`src/rtl/phy_mgmt_pkg.sv`:
```
package phy_mgmt_pkg;
  localparam int DATA_W = 16;

  // host port targets
  typedef enum logic [1:0] {
    SEL_ADDR   = 2'd0,
    SEL_TXDATA = 2'd1,
    SEL_CMD    = 2'd2,
    SEL_NONE   = 2'd3
  } host_sel_e;

  // command word bits
  localparam int CMD_SCAN_BIT = 0;
  localparam int CMD_RD_BIT   = 1;
  localparam int CMD_WR_BIT   = 2;
  localparam int CMD_W        = 3;

  // address word layout
  localparam int REG_FIELD_LSB = 8;

  // register indices with special behaviour
  localparam int IDX_CTRL    = 0;
  localparam int IDX_STATUS  = 1;
  localparam int IDX_ID_HI   = 2;
  localparam int IDX_ID_LO   = 3;
  localparam int IDX_ADV     = 4;
  localparam int IDX_PARTNER = 5;

  localparam logic [DATA_W-1:0] DEF_CTRL        = 16'h1000;
  localparam logic [DATA_W-1:0] STAT_BASE       = 16'h7869;
  localparam logic [DATA_W-1:0] ID_HI_VAL       = 16'h2000;
  localparam logic [DATA_W-1:0] ID_LO_VAL       = 16'h5C90;
  localparam logic [DATA_W-1:0] DEF_ADV         = 16'h01E1;
  localparam logic [DATA_W-1:0] PARTNER_UP_BITS = 16'h01E1;
  localparam logic [DATA_W-1:0] PARTNER_DN_MASK = 16'h01FF;
  localparam int STAT_LINK_BIT = 2;
  localparam int CTRL_RST_BIT  = 15;

  // strobes from control to datapath
  typedef struct packed {
    logic addrLoad;
    logic txLoad;
    logic scanLoad;
    logic scanVal;
    logic doRead;
    logic doWrite;
  } mgmt_strobe_t;
endpackage

```
`src/rtl/phy_mgmt_ctrl.sv`:
```
module phy_mgmt_ctrl
  import phy_mgmt_pkg::*;
(
  input  logic                      clk,
  input  logic                      rstN,
  input  logic                      hostWe,
  input  logic [1:0]                hostSel,
  input  logic [CMD_W-1:0]          cmdBits,
  output logic                      busy,
  output mgmt_strobe_t              strobe
);
  logic accept;
  logic cmdAccept;
  logic pendRd;
  logic pendWr;

  // writes arriving during the execution cycle are dropped
  assign accept    = hostWe && !busy;
  assign cmdAccept = accept && (hostSel == SEL_CMD);

  always_ff @(posedge clk or negedge rstN) begin
    if (!rstN) begin
      busy   <= 1'b0;
      pendRd <= 1'b0;
      pendWr <= 1'b0;
    end else begin
      busy   <= cmdAccept;
      pendRd <= cmdAccept && cmdBits[CMD_RD_BIT];
      pendWr <= cmdAccept && cmdBits[CMD_WR_BIT];
    end
  end

  always_comb begin
    strobe.addrLoad = accept && (hostSel == SEL_ADDR);
    strobe.txLoad   = accept && (hostSel == SEL_TXDATA);
    strobe.scanLoad = cmdAccept;
    strobe.scanVal  = cmdBits[CMD_SCAN_BIT];
    strobe.doRead   = busy && pendRd;
    strobe.doWrite  = busy && pendWr;
  end
endmodule

```
`src/rtl/phy_mgmt_regfile.sv`:
```
module phy_mgmt_regfile
  import phy_mgmt_pkg::*;
#(
  parameter int PHY_AW   = 5,
  parameter int REG_AW   = 5,
  parameter int NUM_REGS = 16,
  parameter int RESP_PHY = 1
) (
  input  logic              clk,
  input  logic              rstN,
  input  mgmt_strobe_t      strobe,
  input  logic [DATA_W-1:0] hostWData,
  input  logic              linkUp,
  output logic [DATA_W-1:0] rdData,
  output logic              linkFail,
  output logic              scanOn
);
  localparam int IDX_W = $clog2(NUM_REGS);

  logic [PHY_AW-1:0] phyAddrQ;
  logic [REG_AW-1:0] regAddrQ;
  logic [DATA_W-1:0] txDataQ;
  logic              linkQ;
  logic [DATA_W-1:0] store [NUM_REGS];

  logic              phyHit;
  logic              inRange;
  logic [IDX_W-1:0]  idx;
  logic [DATA_W-1:0] wrData;
  logic              phyWe;
  logic              softRst;
  logic              linkRise;
  logic              linkFall;
  logic [DATA_W-1:0] rdVal;

  assign phyHit   = (phyAddrQ == PHY_AW'(RESP_PHY));
  assign inRange  = (regAddrQ < REG_AW'(NUM_REGS));
  assign idx      = regAddrQ[IDX_W-1:0];
  assign wrData   = strobe.txLoad ? hostWData : txDataQ;
  assign phyWe    = phyHit && inRange && (strobe.txLoad || strobe.doWrite);
  assign softRst  = phyWe && (idx == IDX_W'(IDX_CTRL)) && wrData[CTRL_RST_BIT];
  assign linkRise = linkUp && !linkQ;
  assign linkFall = !linkUp && linkQ;
  assign rdVal    = inRange ? store[idx] : '0;

  for (genvar i = 0; i < NUM_REGS; i++) begin : g_reg
    localparam logic [DATA_W-1:0] DEF_VAL =
      (i == IDX_CTRL) ? DEF_CTRL : (i == IDX_ADV) ? DEF_ADV : '0;
    if (i == IDX_STATUS) begin : g_status
      assign store[i] = STAT_BASE | (DATA_W'(linkQ) << STAT_LINK_BIT);
    end else if (i == IDX_ID_HI || i == IDX_ID_LO) begin : g_ident
      assign store[i] = (i == IDX_ID_HI) ? ID_HI_VAL : ID_LO_VAL;
    end else begin : g_rw
      logic [DATA_W-1:0] nxt;
      always_comb begin
        nxt = store[i];
        if (phyWe && (idx == IDX_W'(i))) nxt = wrData;
        if (i == IDX_PARTNER) begin
          if (linkRise) nxt = nxt | PARTNER_UP_BITS;
          if (linkFall) nxt = nxt & PARTNER_DN_MASK;
        end
      end
      always_ff @(posedge clk or negedge rstN) begin
        if (!rstN)
          store[i] <= DEF_VAL;
        else if (softRst)
          store[i] <= (i == IDX_PARTNER && linkUp) ? PARTNER_UP_BITS : DEF_VAL;
        else
          store[i] <= nxt;
      end
    end
  end

  always_ff @(posedge clk or negedge rstN) begin
    if (!rstN) begin
      phyAddrQ <= '0;
      regAddrQ <= '0;
      txDataQ  <= '0;
      rdData   <= '0;
      linkFail <= 1'b0;
      scanOn   <= 1'b0;
      linkQ    <= 1'b0;
    end else begin
      linkQ <= linkUp;
      if (strobe.addrLoad) begin
        regAddrQ <= hostWData[REG_FIELD_LSB +: REG_AW];
        phyAddrQ <= hostWData[0 +: PHY_AW];
      end
      if (strobe.txLoad) txDataQ <= hostWData;
      if (strobe.scanLoad) scanOn <= strobe.scanVal;
      if (strobe.doRead) rdData <= phyHit ? rdVal : '1;
      if (strobe.doRead || scanOn) linkFail <= !linkUp;
    end
  end
endmodule

```
`src/rtl/phy_mgmt_front.sv`:
```
module phy_mgmt_front
  import phy_mgmt_pkg::*;
#(
  parameter int PHY_AW   = 5,
  parameter int REG_AW   = 5,
  parameter int NUM_REGS = 16,
  parameter int RESP_PHY = 1
) (
  input  logic              clk,
  input  logic              rstN,
  input  logic              hostWe,
  input  logic [1:0]        hostSel,
  input  logic [DATA_W-1:0] hostWData,
  input  logic              linkUp,
  output logic              busy,
  output logic [DATA_W-1:0] rdData,
  output logic              linkFail
);
  mgmt_strobe_t strobe;
  logic         scanOn;

  phy_mgmt_ctrl uCtrl (
    .clk     (clk),
    .rstN    (rstN),
    .hostWe  (hostWe),
    .hostSel (hostSel),
    .cmdBits (hostWData[CMD_W-1:0]),
    .busy    (busy),
    .strobe  (strobe)
  );

  phy_mgmt_regfile #(
    .PHY_AW   (PHY_AW),
    .REG_AW   (REG_AW),
    .NUM_REGS (NUM_REGS),
    .RESP_PHY (RESP_PHY)
  ) uDp (
    .clk       (clk),
    .rstN      (rstN),
    .strobe    (strobe),
    .hostWData (hostWData),
    .linkUp    (linkUp),
    .rdData    (rdData),
    .linkFail  (linkFail),
    .scanOn    (scanOn)
  );
endmodule

```
`config.mk`:
```
export PLATFORM = sky130hd
export DESIGN_NAME = phy_mgmt_front
export DESIGN_NICKNAME = d
export VERILOG_FILES = /design/src/rtl/phy_mgmt_pkg.sv /design/src/rtl/phy_mgmt_ctrl.sv /design/src/rtl/phy_mgmt_regfile.sv /design/src/rtl/phy_mgmt_front.sv
export SDC_FILE = /design/constraint.sdc
export NUM_CORES = 1
export LEC_CHECK = 0
export BUFFER_PORTS_ARGS = -buffer_cell sky130_fd_sc_hd__buf_2
export CAP_MARGIN = 20
export CORE_MARGIN = 5
export CORE_UTILIZATION = 60
export DETAILED_ROUTE_END_ITERATION = 12
export PLACE_DENSITY = 0.77
export SETUP_SLACK_MARGIN = 0.2
export SYNTH_ARGS = -nofsm -noshare
export SYNTH_HDL_FRONTEND = slang
export SYNTH_SLANG_ARGS = --single-unit
export TNS_END_PERCENT = 20
```
`constraint.sdc`:
```
create_clock -name clk -period 6.46 [get_ports clk]
set_clock_uncertainty 0.1 [all_clocks]
set_input_delay 1.292 -clock clk [delete_from_list [all_inputs] [get_ports clk]]
set_output_delay 1.292 -clock clk [all_outputs]
set_load 0.02 [all_outputs]
```
**Word level (Yosys, flattened, before mapping)**

Cells that the tools add are included.

- $lt $le $gt $ge: 2
- Equality and inequality tests: 15
- Mux-type cells: 35
- Bitwise logic cells: 1
- Reductions and logical operators: 45

Operator list:

| kind | number |
|---|---|
| 16-bit 2-to-1 mux | 32 |
| 16-bit binary-select mux with 4-bit select | 1 |
| 4-bit equality test (second input constant) | 8 |
| 1-bit logical AND | 26 |
| 2-bit nonzero test | 12 |
| 9-bit 2-to-1 mux | 2 |
| 4-bit by 3-bit equality test with 1-bit output (second input constant) | 4 |
| 5-bit by 1-bit equality test with 1-bit output (second input constant) | 1 |
| 5-bit >= comparator (second input constant) | 1 |
| 5-bit less-than comparator (second input constant) | 1 |
| 4-bit inverter with 5-bit output | 1 |
| 4-bit logical NOT | 1 |
| 1-bit logical NOT | 3 |
| 2-bit by 1-bit equality test with 1-bit output (second input constant) | 1 |
| 2-bit equality test (second input constant) | 1 |
| 2-bit logical NOT | 1 |
| 1-bit logical OR | 2 |

- Register bits: 256
- Output and inout bits: 18
- Logic and storage cells: 121

**Logic depth before layout (Yosys ltp)**

Gate-level depths: netlist (run 1).

- Word-level depth: 10
- Mapped depth: 10
- Depth with buffers taken out: 5

**Hierarchy**

A second synthesis (run 1) with hierarchy kept.

- Cell total of the unflattened synthesis: 1089
- Area total of the unflattened synthesis: 11574.9 µm²

By module, submodules not included:

| module | times used | cells each | area each (µm²) | sequential area each (µm²) |
|---|---|---|---|---|
| phy_mgmt_regfile | 1 | 1077 | 11421.0 | 6338.6 |
| phy_mgmt_ctrl | 1 | 12 | 153.9 | 75.1 |

**Worst setup path after synthesis (run 1)**

Ideal clock, no wire load.

- Kind: input port to flip-flop
- From: input port hostSel[1]
- To: register uDp.store[103] in the netlist's numbering
- Library setup time: 0.125 ns
- Arrival time: 2.784 ns
- Data required time: 6.235 ns
- Setup slack: 3.452 ns
- Stages on the path: 7
- Path buffers: 3
- Path through: and4bb_1 -> buf_6 -> o2111a_1 -> buf_4 -> buf_6 -> a21boi_2 -> mux2_2

- Word-level cells in the longest chain between the ends: 7
- Elaborated cells between the ends (all ways): 11
- Classes of those cells: eq/ne (1); mux (3); reduce/logical (7)

RTL lines:

| item | line | source |
|---|---|---|
| from (decl) | phy_mgmt_front.sv:12 | `input logic [1:0] hostSel,` |
| 2-bit by 1-bit equality test with 1-bit output * | phy_mgmt_ctrl.sv:35 | `strobe.txLoad = accept && (hostSel == SEL_TXDATA);` |
| 1-bit logical AND * | phy_mgmt_ctrl.sv:35 |  |
| 1-bit logical OR | phy_mgmt_regfile.sv:40 | `assign phyWe = phyHit && inRange && (strobe.txLoad \|\| strobe.doWrite);` |
| 1-bit logical AND | phy_mgmt_regfile.sv:40 |  |
| 1-bit logical AND (2 in series) | phy_mgmt_regfile.sv:41 | `assign softRst = phyWe && (idx == IDX_W'(IDX_CTRL)) && wrData[CTRL_RST_BIT];` |
| 16-bit 2-to-1 mux or 2-bit nonzero test (tied branches) | - |  |
| to (signal, indexed assignment) | phy_mgmt_regfile.sv:67 | `store[i] <= (i == IDX_PARTNER && linkUp) ? PARTNER_UP_BITS : DEF_VAL;` |
| to (signal, indexed assignment) | phy_mgmt_regfile.sv:69 | `store[i] <= nxt;` |
| to (decl) | phy_mgmt_regfile.sv:24 | `logic [DATA_W-1:0] store [NUM_REGS];` |

Every way passes the cells marked *; elsewhere a longest branch is shown, timed or not. The select of a mux whose other input is x is not followed.
A chain may end at the register's enable or synchronous reset.

**Worst setup path after layout (run 1)**

- From: input port hostSel[1]
- To: register uDp.store[250] in the netlist's numbering

- Word-level cells in the longest chain between the ends: 7
- Elaborated cells between the ends (all ways): 10
- Classes of those cells: eq/ne (1); mux (3); reduce/logical (6)

RTL lines:

| item | line |
|---|---|
| 2-bit by 1-bit equality test with 1-bit output * | phy_mgmt_ctrl.sv:35 |
| 1-bit logical AND * | phy_mgmt_ctrl.sv:35 |
| 1-bit logical OR | phy_mgmt_regfile.sv:40 |
| 1-bit logical AND | phy_mgmt_regfile.sv:40 |
| 1-bit logical AND | phy_mgmt_regfile.sv:41, phy_mgmt_regfile.sv:57 |
| 1-bit logical AND | phy_mgmt_regfile.sv:41 |
| 16-bit 2-to-1 mux or 2-bit nonzero test (tied branches) | - |

Marks and branches as above.

==> flow_metrics.env, run 1 <==
export IMPL_clk_path_buf_depth=3
export IMPL_cpLargestDelayFamily="simple AND/OR/NAND/NOR gates"
export IMPL_worstPathRequired_ps=6730
export IMPL_synth_edf_count=0
export IMPL_gp_routability_congestion=0.817
export IMPL_area_growth_pct=8.69
export IMPL_syn_inst=999
export IMPL_cts_resized=0
export IMPL_drt_iter0_drc=783
export IMPL_cp_end_kind="flop"
export IMPL_synth_seq_cells=256
export IMPL_dieArea_um2=23000
export IMPL_grt_overflow_total=0
export IMPL_tightest_slew_ps=1160
export IMPL_grt_setup_unrepaired="false"
export IMPL_min_path_type="flop to flop"
export IMPL_initial_core_util=0.614
export IMPL_synth_async_sr_flop_share=1.00
export IMPL_fin_crit_ps=4150
export IMPL_crit_chain="buf_2 -> and4bb_1 -> o2111a_1 -> and3_4 -> buf_4 -> o31ai_1"
export IMPL_clkLatencyLatePin_ps=520
export IMPL_cts_max_level=1
export IMPL_gr_usage_all_layers=0.277
export IMPL_cts_hold_buf=0
export IMPL_cts_made_buffers=26
export IMPL_vias=8160
export IMPL_powerDensity_nw_per_um2=295
export IMPL_ys_seq_area_frac=0.533
export IMPL_ys_flop_type="dfrtp_1"
export IMPL_cts_root_buf="clkbuf_16"
export IMPL_stdcell_area_um2=13100
export IMPL_maxSlewHeadroom=0.229
export IMPL_grt_pass1_vias=8329
export IMPL_dpl_cell_area_um2=12200
export IMPL_dp_slack_ps=1830
export IMPL_drive_above_1_share=0.207
export IMPL_crit_path_top_delay_cell="and3_4"
export IMPL_setup_slack_ps=2310
export IMPL_grt_first_pass_wirelength_mm=48.6
export IMPL_combinationalPowerShare=0.144
export IMPL_placementRows=51
export IMPL_fillCellCount=1411
export IMPL_multi_input_area_um2=5020
export IMPL_die_h_um=152
export IMPL_clkTransAtPathRegs_ps=60
export IMPL_p_leak_nw=6.46
export IMPL_dieWidth_um=152
export IMPL_antenna_found_initial=1
export IMPL_cts_tree="done"
export IMPL_cts_sinks=256
export IMPL_ff_latch_area_um2=6420
export IMPL_syn_nets=1021
export IMPL_finalWirelength_mm=30.6
export IMPL_grt_max_degree=135
export IMPL_ant_nets=0
export IMPL_p_seq_frac=0.459
export IMPL_criticalPathCategory="input port to flop"
export IMPL_ios=40
export IMPL_power_switching_share=0.279
export IMPL_cap_viol_max_count=0
export IMPL_status="completed"
export IMPL_fin_util=0.668
export IMPL_drc=0
export IMPL_tns_ps=0
export IMPL_via_per_inst=6.35
export IMPL_core_um2=19600
export IMPL_hold_viol=0
export IMPL_switchingPower_mw=1.08
export IMPL_max_freq_mhz=241
export IMPL_period_share=0.642
export IMPL_yosysUniqueCellTypes=55
export IMPL_setup_viol=0
export IMPL_vdd_drop_max_mv=0.128
export IMPL_synth_warnings=0
export IMPL_io_buffer_count=39
export IMPL_num_antenna_cells=0
export IMPL_p_clk_frac=0.396
export IMPL_syn_area_um2=12000
export IMPL_startpoint_type="input port"
export IMPL_cts_setup_buffers=0
export IMPL_dr_pass1_iters=5
export IMPL_crit_fanout=65
export IMPL_drv_slew=0
export IMPL_avgSynthCellArea_um2=12.0
export IMPL_path_buf_inv=2
export IMPL_cp_arrival_ps=4410
export IMPL_place_hpwl_mm=18.8
export IMPL_slowest_delay_ps=840
export IMPL_routedWlPerCell_um=23.8
export IMPL_cell_internal_pwr_mw=2.78
export IMPL_total_power_mw=3.86
export IMPL_final_nets=1022
-- cells by family after synthesis --
kind of cell    Yosys count  share of synthesized area
simple gates            280                     0.0998
mux                     195                      0.212
flops                   256                      0.533
compound gates          164                      0.104
buf+inv                 104                     0.0508
-- worst reg2reg max path: stages, from the launching register on --
cell and delay (ps):
dfrtp_1 430, and4bb_1 760, o2111a_1 690, and3_4 840
buf_4 580, o31ai_1 150
-- state kept, by name, summed over array words and instances, names as in the netlist, 5 cells and up --
| name | count |
|---|---|
| uDp.rdData | 16 |
| uDp.txDataQ | 16 |
| uDp.phyAddrQ | 5 |
| uDp.store | 208 |
| uDp.regAddrQ | 5 |
-- metal layers --
metal	wire length, um	vias up	track usage
met5	0	-	0
met4	862	0	0.0876
met3	2860	51	0.0675
met2	14400	345	0.426
met1	12500	4155	0.396
li1	-	3609	-
-- path summary, 6_finish.rpt --
| kind | startpoint | end | slack (ps) | cells after the start |
|---|---|---|---|---|
| setup / recovery | hostSel[1] | uDp.store[250] | 2310 | 6 |
| hold / removal | uDp.store[250] | uDp.store[250] | 380 | 2 |
| setup reg to reg | uCtrl.busy | uDp.store[250] | 2760 | 5 |
| hold reg to reg | uDp.store[250] | uDp.store[250] | 380 | 2 |
| max in group asynchronous | rstN | uDp.store[39] | 4250 | 2 |
| min in group asynchronous | rstN | uDp.store[124] | 770 | 1 |
-- cell usage in the layout, fill, tap and decap left out, types with 12 or more instances in the layout --
| master | count |
|---|---|
| buf_4 | 19 |
| nand2_1 | 41 |
| nand3_1 | 15 |
| mux4_2 | 44 |
| dfrtp_1 | 248 |
| mux2_2 | 34 |
| a211oi_2 | 13 |
| o21ai_0 | 12 |
| buf_2 | 38 |
| a211oi_1 | 57 |
| a21oi_1 | 16 |
| clkbuf_16 | 27 |
| nor2_1 | 184 |
| mux2i_1 | 113 |
-- synthesized netlist by cell type (3+ instances only) --
| cell | n | area share |
|---|---|---|
| a211oi_1 | 57 | 0.036 |
| a211oi_2 | 13 | 0.014 |
| a21oi_1 | 16 | 0.0067 |
| a221o_1 | 9 | 0.0075 |
| and2_1 | 6 | 0.0031 |
| and4_1 | 4 | 0.0029 |
| buf_1 | 3 | 0.00094 |
| buf_2 | 42 | 0.017 |
| buf_4 | 13 | 0.0081 |
| buf_6 | 16 | 0.015 |
| clkbuf_1 | 12 | 0.0037 |
| clkinv_1 | 8 | 0.0025 |
| dfrtp_1 | 250 | 0.52 |
| dfstp_2 | 6 | 0.013 |
| inv_1 | 9 | 0.0028 |
| mux2_2 | 34 | 0.032 |
| mux2i_1 | 113 | 0.094 |
| mux4_2 | 44 | 0.082 |
| nand2_1 | 41 | 0.013 |
| nand3_1 | 15 | 0.0062 |
| nor2_1 | 184 | 0.057 |
| nor2b_1 | 3 | 0.0016 |
| nor3_1 | 11 | 0.0046 |
| nor3b_1 | 3 | 0.0019 |
| nor4_1 | 3 | 0.0016 |
| o211ai_1 | 5 | 0.0031 |
| o21ai_0 | 12 | 0.0050 |
| o21ai_1 | 6 | 0.0025 |
| o22a_1 | 3 | 0.0022 |
| o22ai_1 | 9 | 0.0047 |
| o2bb2ai_1 | 7 | 0.0051 |
| o31ai_1 | 11 | 0.0069 |
-- power groups by stage --
stage | registers [mW] | clock network, mW | logic, mW
floorplan | 1.77 | 0 | 0.378
global placement | 1.80 | 0 | 0.549
detailed placement | 1.80 | 0 | 0.552
CTS | 1.77 | 1.54 | 0.554
global route | 1.78 | 1.61 | 0.604
finish | 1.77 | 1.53 | 0.557
-- layout make-up --
cell class	count	area share
flip-flops and latches	256	0.491
clock buffers	38	0.0586
well taps	265	0.0253
clock inverters	10	0.00822
inverters	18	0.00516
multi-input cells	639	0.384
repair buffers	59	0.0281
-- stage by stage --
step / cells / hold slack, ps
floorplan: 999 / 340
global placement: 1237 / 350
detailed placement: 1237 / 360
CTS: 1285 / 376
global route: 1285 / 396
finish: 1285 / 375
Power figures use the tool's default switching activity.
==> run 2, diff against run 1 <==
--- a/config.mk
+++ b/config.mk
@@ -8,9 +8,9 @@
 export BUFFER_PORTS_ARGS = -buffer_cell sky130_fd_sc_hd__buf_2
 export CAP_MARGIN = 20
 export CORE_MARGIN = 5
-export CORE_UTILIZATION = 60
+export CORE_UTILIZATION = 56
 export DETAILED_ROUTE_END_ITERATION = 12
-export PLACE_DENSITY = 0.77
+export PLACE_DENSITY = 0.76
 export SETUP_SLACK_MARGIN = 0.2
 export SYNTH_ARGS = -nofsm -noshare
 export SYNTH_HDL_FRONTEND = slang
==> constraint.sdc (replaced) <==
create_clock -name clk -period 3.8 [get_ports clk]
set_clock_uncertainty 0.1 [all_clocks]
set_input_delay 0.76 -clock clk [delete_from_list [all_inputs] [get_ports clk]]
set_output_delay 0.76 -clock clk [all_outputs]
set_load 0.02 [all_outputs]
==> run 2 against run 1 <==
  * Via count rose by 2.3%
  * Worst hold slack lost 190 ps
  * Clock power is 71% higher
  * Die area up 6.7%
  * Sequential power grew 72%
  * Global-route usage is 1.3 points lower
  * Flip-flop and latch count unchanged
  * Count of clock-buffer cells in the layout increased by 7
  * Critical path depth stayed put
  * Non-clock buffer count increased by 29
  * Critical path type is now flop to flop
  * Largest power group unchanged
==> flow_metrics.env, run 2 (synthesized netlist as in run 1, its figures left out) <==
export IMPL_status="completed"
export IMPL_cts_root_buf="clkbuf_16"
export IMPL_switchingPower_mw=1.86
export IMPL_period_share=0.799
export IMPL_cts_hold_buf=0
export IMPL_maxSlewHeadroom=0.367
export IMPL_vdd_drop_max_mv=0.288
export IMPL_fillCellCount=1582
export IMPL_powerDensity_nw_per_um2=496
export IMPL_place_hpwl_mm=19.7
export IMPL_ant_nets=0
export IMPL_setup_slack_ps=764
export IMPL_grt_max_degree=108
export IMPL_placementRows=53
export IMPL_largest_reg_flops=208
export IMPL_gp_routability_congestion=0.818
export IMPL_setup_viol=0
export IMPL_cts_resized=0
export IMPL_drt_iter0_drc=615
export IMPL_clkLatencyLatePin_ps=540
export IMPL_dr_pass1_iters=5
export IMPL_grt_setup_unrepaired="false"
export IMPL_area_growth_pct=11.2
export IMPL_routedWlPerCell_um=23.6
export IMPL_drive_above_1_share=0.230
export IMPL_cap_viol_max_count=0
export IMPL_worstPathRequired_ps=4120
export IMPL_p_clk_frac=0.395
export IMPL_ios=40
export IMPL_regMostFlops="uDp.store"
export IMPL_dieArea_um2=24500
export IMPL_final_nets=1053
export IMPL_drv_slew=0
export IMPL_criticalPathCategory="flop to flop"
export IMPL_min_path_type="input port to asynchronous set/reset pin"
export IMPL_clkTransAtPathRegs_ps=60
export IMPL_combinationalPowerShare=0.147
export IMPL_crit_chain="nor4_1 -> o2111a_1 -> buf_4 -> and3_4 -> nor2_1 -> mux2_1"
export IMPL_dieWidth_um=157
export IMPL_cts_setup_buffers=0
export IMPL_fin_crit_ps=3040
export IMPL_total_power_mw=6.64
export IMPL_cp_arrival_ps=3350
export IMPL_cts_sinks=256
export IMPL_initial_core_util=0.571
export IMPL_ff_latch_area_um2=6420
export IMPL_power_switching_share=0.280
export IMPL_grt_pass1_vias=8573
export IMPL_reg_top3="uDp.store: 208 flops, uDp.rdData: 16 flops, uDp.txDataQ: 16 flops"
export IMPL_cts_tree="done"
export IMPL_cts_max_level=1
export IMPL_path_buf_inv=1
export IMPL_mostFrequentLayoutCells="248 x dfrtp_1, 184 x nor2_1, 113 x mux2i_1"
export IMPL_dpl_cell_count=1276
export IMPL_mostFrequentLayoutCell="dfrtp_1"
export IMPL_hold_viol=0
export IMPL_vias=8350
export IMPL_finalWirelength_mm=31.3
export IMPL_slowest_delay_ps=610
export IMPL_core_um2=21100
export IMPL_die_h_um=157
export IMPL_cts_made_buffers=28
export IMPL_clk_path_buf_depth=3
export IMPL_p_leak_nw=6.64
export IMPL_fin_util=0.635
export IMPL_dp_slack_ps=633
export IMPL_via_per_inst=6.29
export IMPL_cell_internal_pwr_mw=4.78
export IMPL_tns_ps=0
export IMPL_cpLargestDelayFamily="simple AND/OR/NAND/NOR gates"
export IMPL_drc=0
export IMPL_grt_first_pass_wirelength_mm=50.1
export IMPL_max_freq_mhz=329
export IMPL_gr_usage_all_layers=0.264
export IMPL_num_antenna_cells=0
export IMPL_startpoint_type="flop"
export IMPL_crit_path_top_delay_cell="nor4_1"
export IMPL_stdcell_area_um2=13400
export IMPL_fin_cells=1328
export IMPL_crit_fanout=39
export IMPL_holdWs_ps=182
export IMPL_dpl_cell_area_um2=12500
export IMPL_tightest_slew_ps=950
export IMPL_io_buffer_count=39
export IMPL_grt_overflow_total=0
export IMPL_antenna_found_initial=0
export IMPL_multi_input_area_um2=5020
export IMPL_cp_end_kind="flop"
export IMPL_p_seq_frac=0.458
## run 2: changes by cell type in the layout (fill, tap and decap cells not counted)
cell / previous run / this run
clkinvlp_4: 3 / 0
buf_4: 19 / 44
clkbuf_8: 5 / 8
clkinv_2: 5 / 7
bufinv_16: 2 / 0
clkbuf_16: 27 / 29
clkbuf_1: 6 / 8
buf_12: 1 / 5
## run 2: worst paths after layout
kind / startpoint / endpoint / slack, ps / depth (start not counted)
worst max-delay path: uDp.phyAddrQ[3] / uDp.store[96] / 760 / 6
worst min-delay path: rstN / uDp.store[25] / 180 / 1
worst max register to register: uDp.phyAddrQ[3] / uDp.store[96] / 760 / 6
worst min register to register: uDp.store[252] / uDp.store[252] / 370 / 2
max in group asynchronous: rstN / uDp.store[183] / 2510 / 2
min in group clk: linkUp / uDp.linkQ / 310 / 1
## run 2: cell type report
cell class,instances,share of cell area
well taps,275,0.0257
clock buffers,45,0.0647
flip-flops and latches,256,0.479
multi-input cells,639,0.375
repair buffers,88,0.0475
inverters,18,0.00505
clock inverters,7,0.00262
## run 2: worst reg2reg max path, cell delays in order (launching register included)
cell and delay (ps):
dfrtp_1 380, nor4_1 610, o2111a_1 560, buf_4 240, and3_4 540, nor2_1 160
mux2_1 340
## run 2: per-layer routing
layer,vias to the layer above,global-route usage,wire (um)
li1,3662,-,-
met1,4214,0.360,12500
met3,90,0.0669,2960
met4,2,0.0955,1030
met2,382,0.414,14700
met5,-,0.0218,71
## run 2: power by group through the flow
| stage | registers [mW] | logic (mW) | clock network [mW] |
|---|---|---|---|
| finish | 3.04 | 0.979 | 2.62 |
| global route | 3.06 | 1.06 | 2.77 |
| CTS | 3.04 | 0.974 | 2.65 |
| detailed placement | 3.09 | 0.968 | 0 |
| global placement | 3.08 | 0.952 | 0 |
| floorplan | 3.01 | 0.642 | 0 |
==> run 3, diff against run 2 <==
--- a/config.mk
+++ b/config.mk
@@ -5,12 +5,13 @@
 export SDC_FILE = /design/constraint.sdc
 export NUM_CORES = 1
 export LEC_CHECK = 0
+export ABC_AREA = 1
 export BUFFER_PORTS_ARGS = -buffer_cell sky130_fd_sc_hd__buf_2
 export CAP_MARGIN = 20
 export CORE_MARGIN = 5
-export CORE_UTILIZATION = 56
+export CORE_UTILIZATION = 60
 export DETAILED_ROUTE_END_ITERATION = 12
-export PLACE_DENSITY = 0.76
+export PLACE_DENSITY = 0.77
 export SETUP_SLACK_MARGIN = 0.2
 export SYNTH_ARGS = -nofsm -noshare
 export SYNTH_HDL_FRONTEND = slang
==> constraint.sdc (replaced) <==
create_clock -name clk -period 3 [get_ports clk]
set_clock_uncertainty 0.1 [all_clocks]
set_input_delay 0.6 -clock clk [delete_from_list [all_inputs] [get_ports clk]]
set_output_delay 0.6 -clock clk [all_outputs]
set_load 0.02 [all_outputs]
==> run 3 against run 2 <==
  * Utilization grew 4.5 points
  * Sequential power grew 22%
  * Synthesized area grew 4.0%
  * Largest power group unchanged
  * Count of clock-buffer cells in the layout shrank 4
  * Worst setup slack lost 180 ps
==> flow_metrics.env, run 3 <==
export IMPL_synth_area_leaders="dfrtp_1 50%, nand2_1 34%, o21ai_0 2.3%"
export IMPL_max_freq_mhz=414
export IMPL_p_leak_nw=8.01
export IMPL_path_buf_inv=3
export IMPL_drc=0
export IMPL_initial_core_util=0.615
export IMPL_worstSetupPathDepth=7
export IMPL_dr_pass1_iters=5
export IMPL_setup_viol=0
export IMPL_drive_above_1_share=0.0944
export IMPL_cts_resized=0
export IMPL_grt_overflow_total=0
export IMPL_yosysUniqueCellTypes=27
export IMPL_gp_routability_congestion=0.881
export IMPL_cap_viol_max_count=0
export IMPL_tightest_slew_ps=1030
export IMPL_cts_tree="done"
export IMPL_dp_slack_ps=371
export IMPL_io_buffer_count=39
export IMPL_ys_flop_type="dfrtp_1"
export IMPL_synth_edf_count=0
export IMPL_antenna_found_initial=0
export IMPL_mostFrequentLayoutCell="nand2_1"
export IMPL_rrSetupSlack_ps=580
export IMPL_drt_iter0_drc=1147
export IMPL_fin_crit_ps=2420
export IMPL_syn_area_um2=12500
export IMPL_synth_top_area_cell="dfrtp_1"
export IMPL_synth_warnings=0
export IMPL_period_share=0.805
export IMPL_gr_usage_all_layers=0.300
export IMPL_ant_nets=0
export IMPL_grt_max_degree=66
export IMPL_cts_sinks=256
export IMPL_clk_path_buf_depth=3
export IMPL_holdPathStages=1
export IMPL_finalWirelength_mm=35.5
export IMPL_placementRows=52
export IMPL_worstHoldStart="linkUp"
export IMPL_r2r_end="uDp.store[144]"
export IMPL_yosys_area_top_type_share=0.500
export IMPL_ios=40
export IMPL_hold_viol=0
export IMPL_maxSlewHeadroom=0.308
export IMPL_cp_arrival_ps=2780
export IMPL_vdd_drop_max_mv=0.428
export IMPL_grt_first_pass_wirelength_mm=57.6
export IMPL_powerDensity_nw_per_um2=607
export IMPL_area_growth_pct=10.6
export IMPL_tns_ps=0
export IMPL_syn_nets=1761
export IMPL_cts_max_level=1
export IMPL_syn_inst=1739
export IMPL_largest_reg_flops=208
export IMPL_criticalPathCategory="flop to flop"
export IMPL_dpl_cell_count=2002
export IMPL_min_to="uDp.linkQ"
export IMPL_cts_root_buf="clkbuf_16"
export IMPL_grt_setup_unrepaired="false"
export IMPL_rr_worst_depth=7
export IMPL_num_antenna_cells=0
export IMPL_crit_chain="inv_2 -> nand2_1 -> inv_2 -> nand3_1 -> inv_1 -> nand2_1 -> nand2_1"
export IMPL_crit_path_top_delay_cell="dfrtp_4"
export IMPL_total_power_mw=8.41
export IMPL_fillCellCount=1742
export IMPL_reg_top3="uDp.store: 208 flops, uDp.rdData: 16 flops, uDp.txDataQ: 16 flops"
export IMPL_crit_top_cell="nand2_1"
export IMPL_cpLargestDelayFamily="buffers and inverters"
export IMPL_place_hpwl_mm=23.3
export IMPL_status="completed"
export IMPL_dieArea_um2=23900
export IMPL_synth_async_sr_flop_share=1.00
export IMPL_mostFrequentLayoutCells="1122 x nand2_1, 249 x dfrtp_1, 58 x o21ai_0"
export IMPL_avgSynthCellArea_um2=7.20
export IMPL_min_path_type="input port to flop"
export IMPL_cts_made_buffers=27
export IMPL_crit_fanout=18
export IMPL_vias=11261
export IMPL_ys_seq_area_frac=0.512
export IMPL_synth_seq_cells=256
export IMPL_setup_slack_ps=585
export IMPL_routedWlPerCell_um=17.3
export IMPL_cp_end_kind="flop"
export IMPL_via_per_inst=5.50
export IMPL_clkTransAtPathRegs_ps=60
export IMPL_startpoint_type="flop"
export IMPL_drv_slew=0
export IMPL_dieWidth_um=154
export IMPL_r2r_start="uDp.regAddrQ[0]"
export IMPL_synthTopCellsByCount="1122 x nand2_1, 250 x dfrtp_1, 58 x o21ai_0"
export IMPL_worstPathRequired_ps=3370
export IMPL_die_h_um=154
export IMPL_fin_cells=2049
export IMPL_clkLatencyLatePin_ps=530
export IMPL_synth_most_common_cell="nand2_1"
export IMPL_slowest_delay_ps=530
export IMPL_grt_pass1_vias=10829
export IMPL_core_um2=20400
export IMPL_final_nets=1784
export IMPL_regMostFlops="uDp.store"
-- run 3: changes by cell type after synthesis, sizes merged, moves of 17 or more --
cell	delta
clkbuf	+17
mux2	-37
buf	-17
nand2	+1083
inv	+50
a211oi	-70
nand3	+17
mux4	-44
o21ai	+46
mux2i	-114
nor2	-115
-- run 3: power breakdown --
group          leakage [nW]  switching, mW  internal (mW)  total (mW)
Sequential             3.48         0.0999           3.61        3.71
Combinational          4.08          0.944          0.294        1.24
Clock                 0.448           1.36           2.10        3.46
-- run 3: per-layer routing --
layer | part of all wire | wire length, um | global-route usage | up-vias
li1 | - | - | - | 5321
met5 | 0 | 0 | 0 | -
met1 | 0.41 | 14500 | 0.420 | 5341
met4 | 0.037 | 1320 | 0.113 | 0
met3 | 0.089 | 3170 | 0.0556 | 91
met2 | 0.46 | 16500 | 0.471 | 508
-- run 3: layout make-up --
class	count	area, um^2	area share
sequential	256	6420	0.463
multi-input combinational	1331	5370	0.388
clock buffer	41	808	0.0583
timing repair buffer	80	566	0.0408
tap	270	338	0.0244
inverter	66	248	0.0179
clock inverter	5	104	0.00750
-- run 3: per-stage QoR --
step,util,instance area [um^2],hold WS [ps]
after floorplan,-,12500,204
after global placement,0.635,12900,353
after detailed placement,0.635,12900,358
after CTS,0.680,13900,133
after global routing,0.680,13900,136
final,0.680,13900,154
-- run 3: repair_timing --
| item | CTS | global route |
|---|---|---|
| hold buffers | 1 | 0 |
| setup endpoints to repair | 0 | 0 |
| endpoints found under the hold margin | 58 | 0 |
| buffers inserted | 0 | 0 |
-- run 3: worst max-delay path by stage --
stage                endpoint             from
2_1_floorplan  uDp.store[117]       hostSel[1]
3_3_place_gp   uDp.store[105]       hostSel[1]
3_5_place_dp   uDp.store[109]       hostSel[1]
4_1_cts        uDp.store[189]       uCtrl.busy
5_1_grt        uDp.store[189]  uDp.phyAddrQ[3]
6_report       uDp.store[144]  uDp.regAddrQ[0]
-- run 3: cells by family (layout without fill, tap and decap cells) --
kind of cell / count (synthesis) / in the layout / share of synthesized area
and+or+nand+nor: 1236 / 1236 / 0.389
DFF: 256 / 256 / 0.512
buffers and inverters: 152 / 192 / 0.0588
AOI/OAI and AO/OA: 95 / 95 / 0.0400
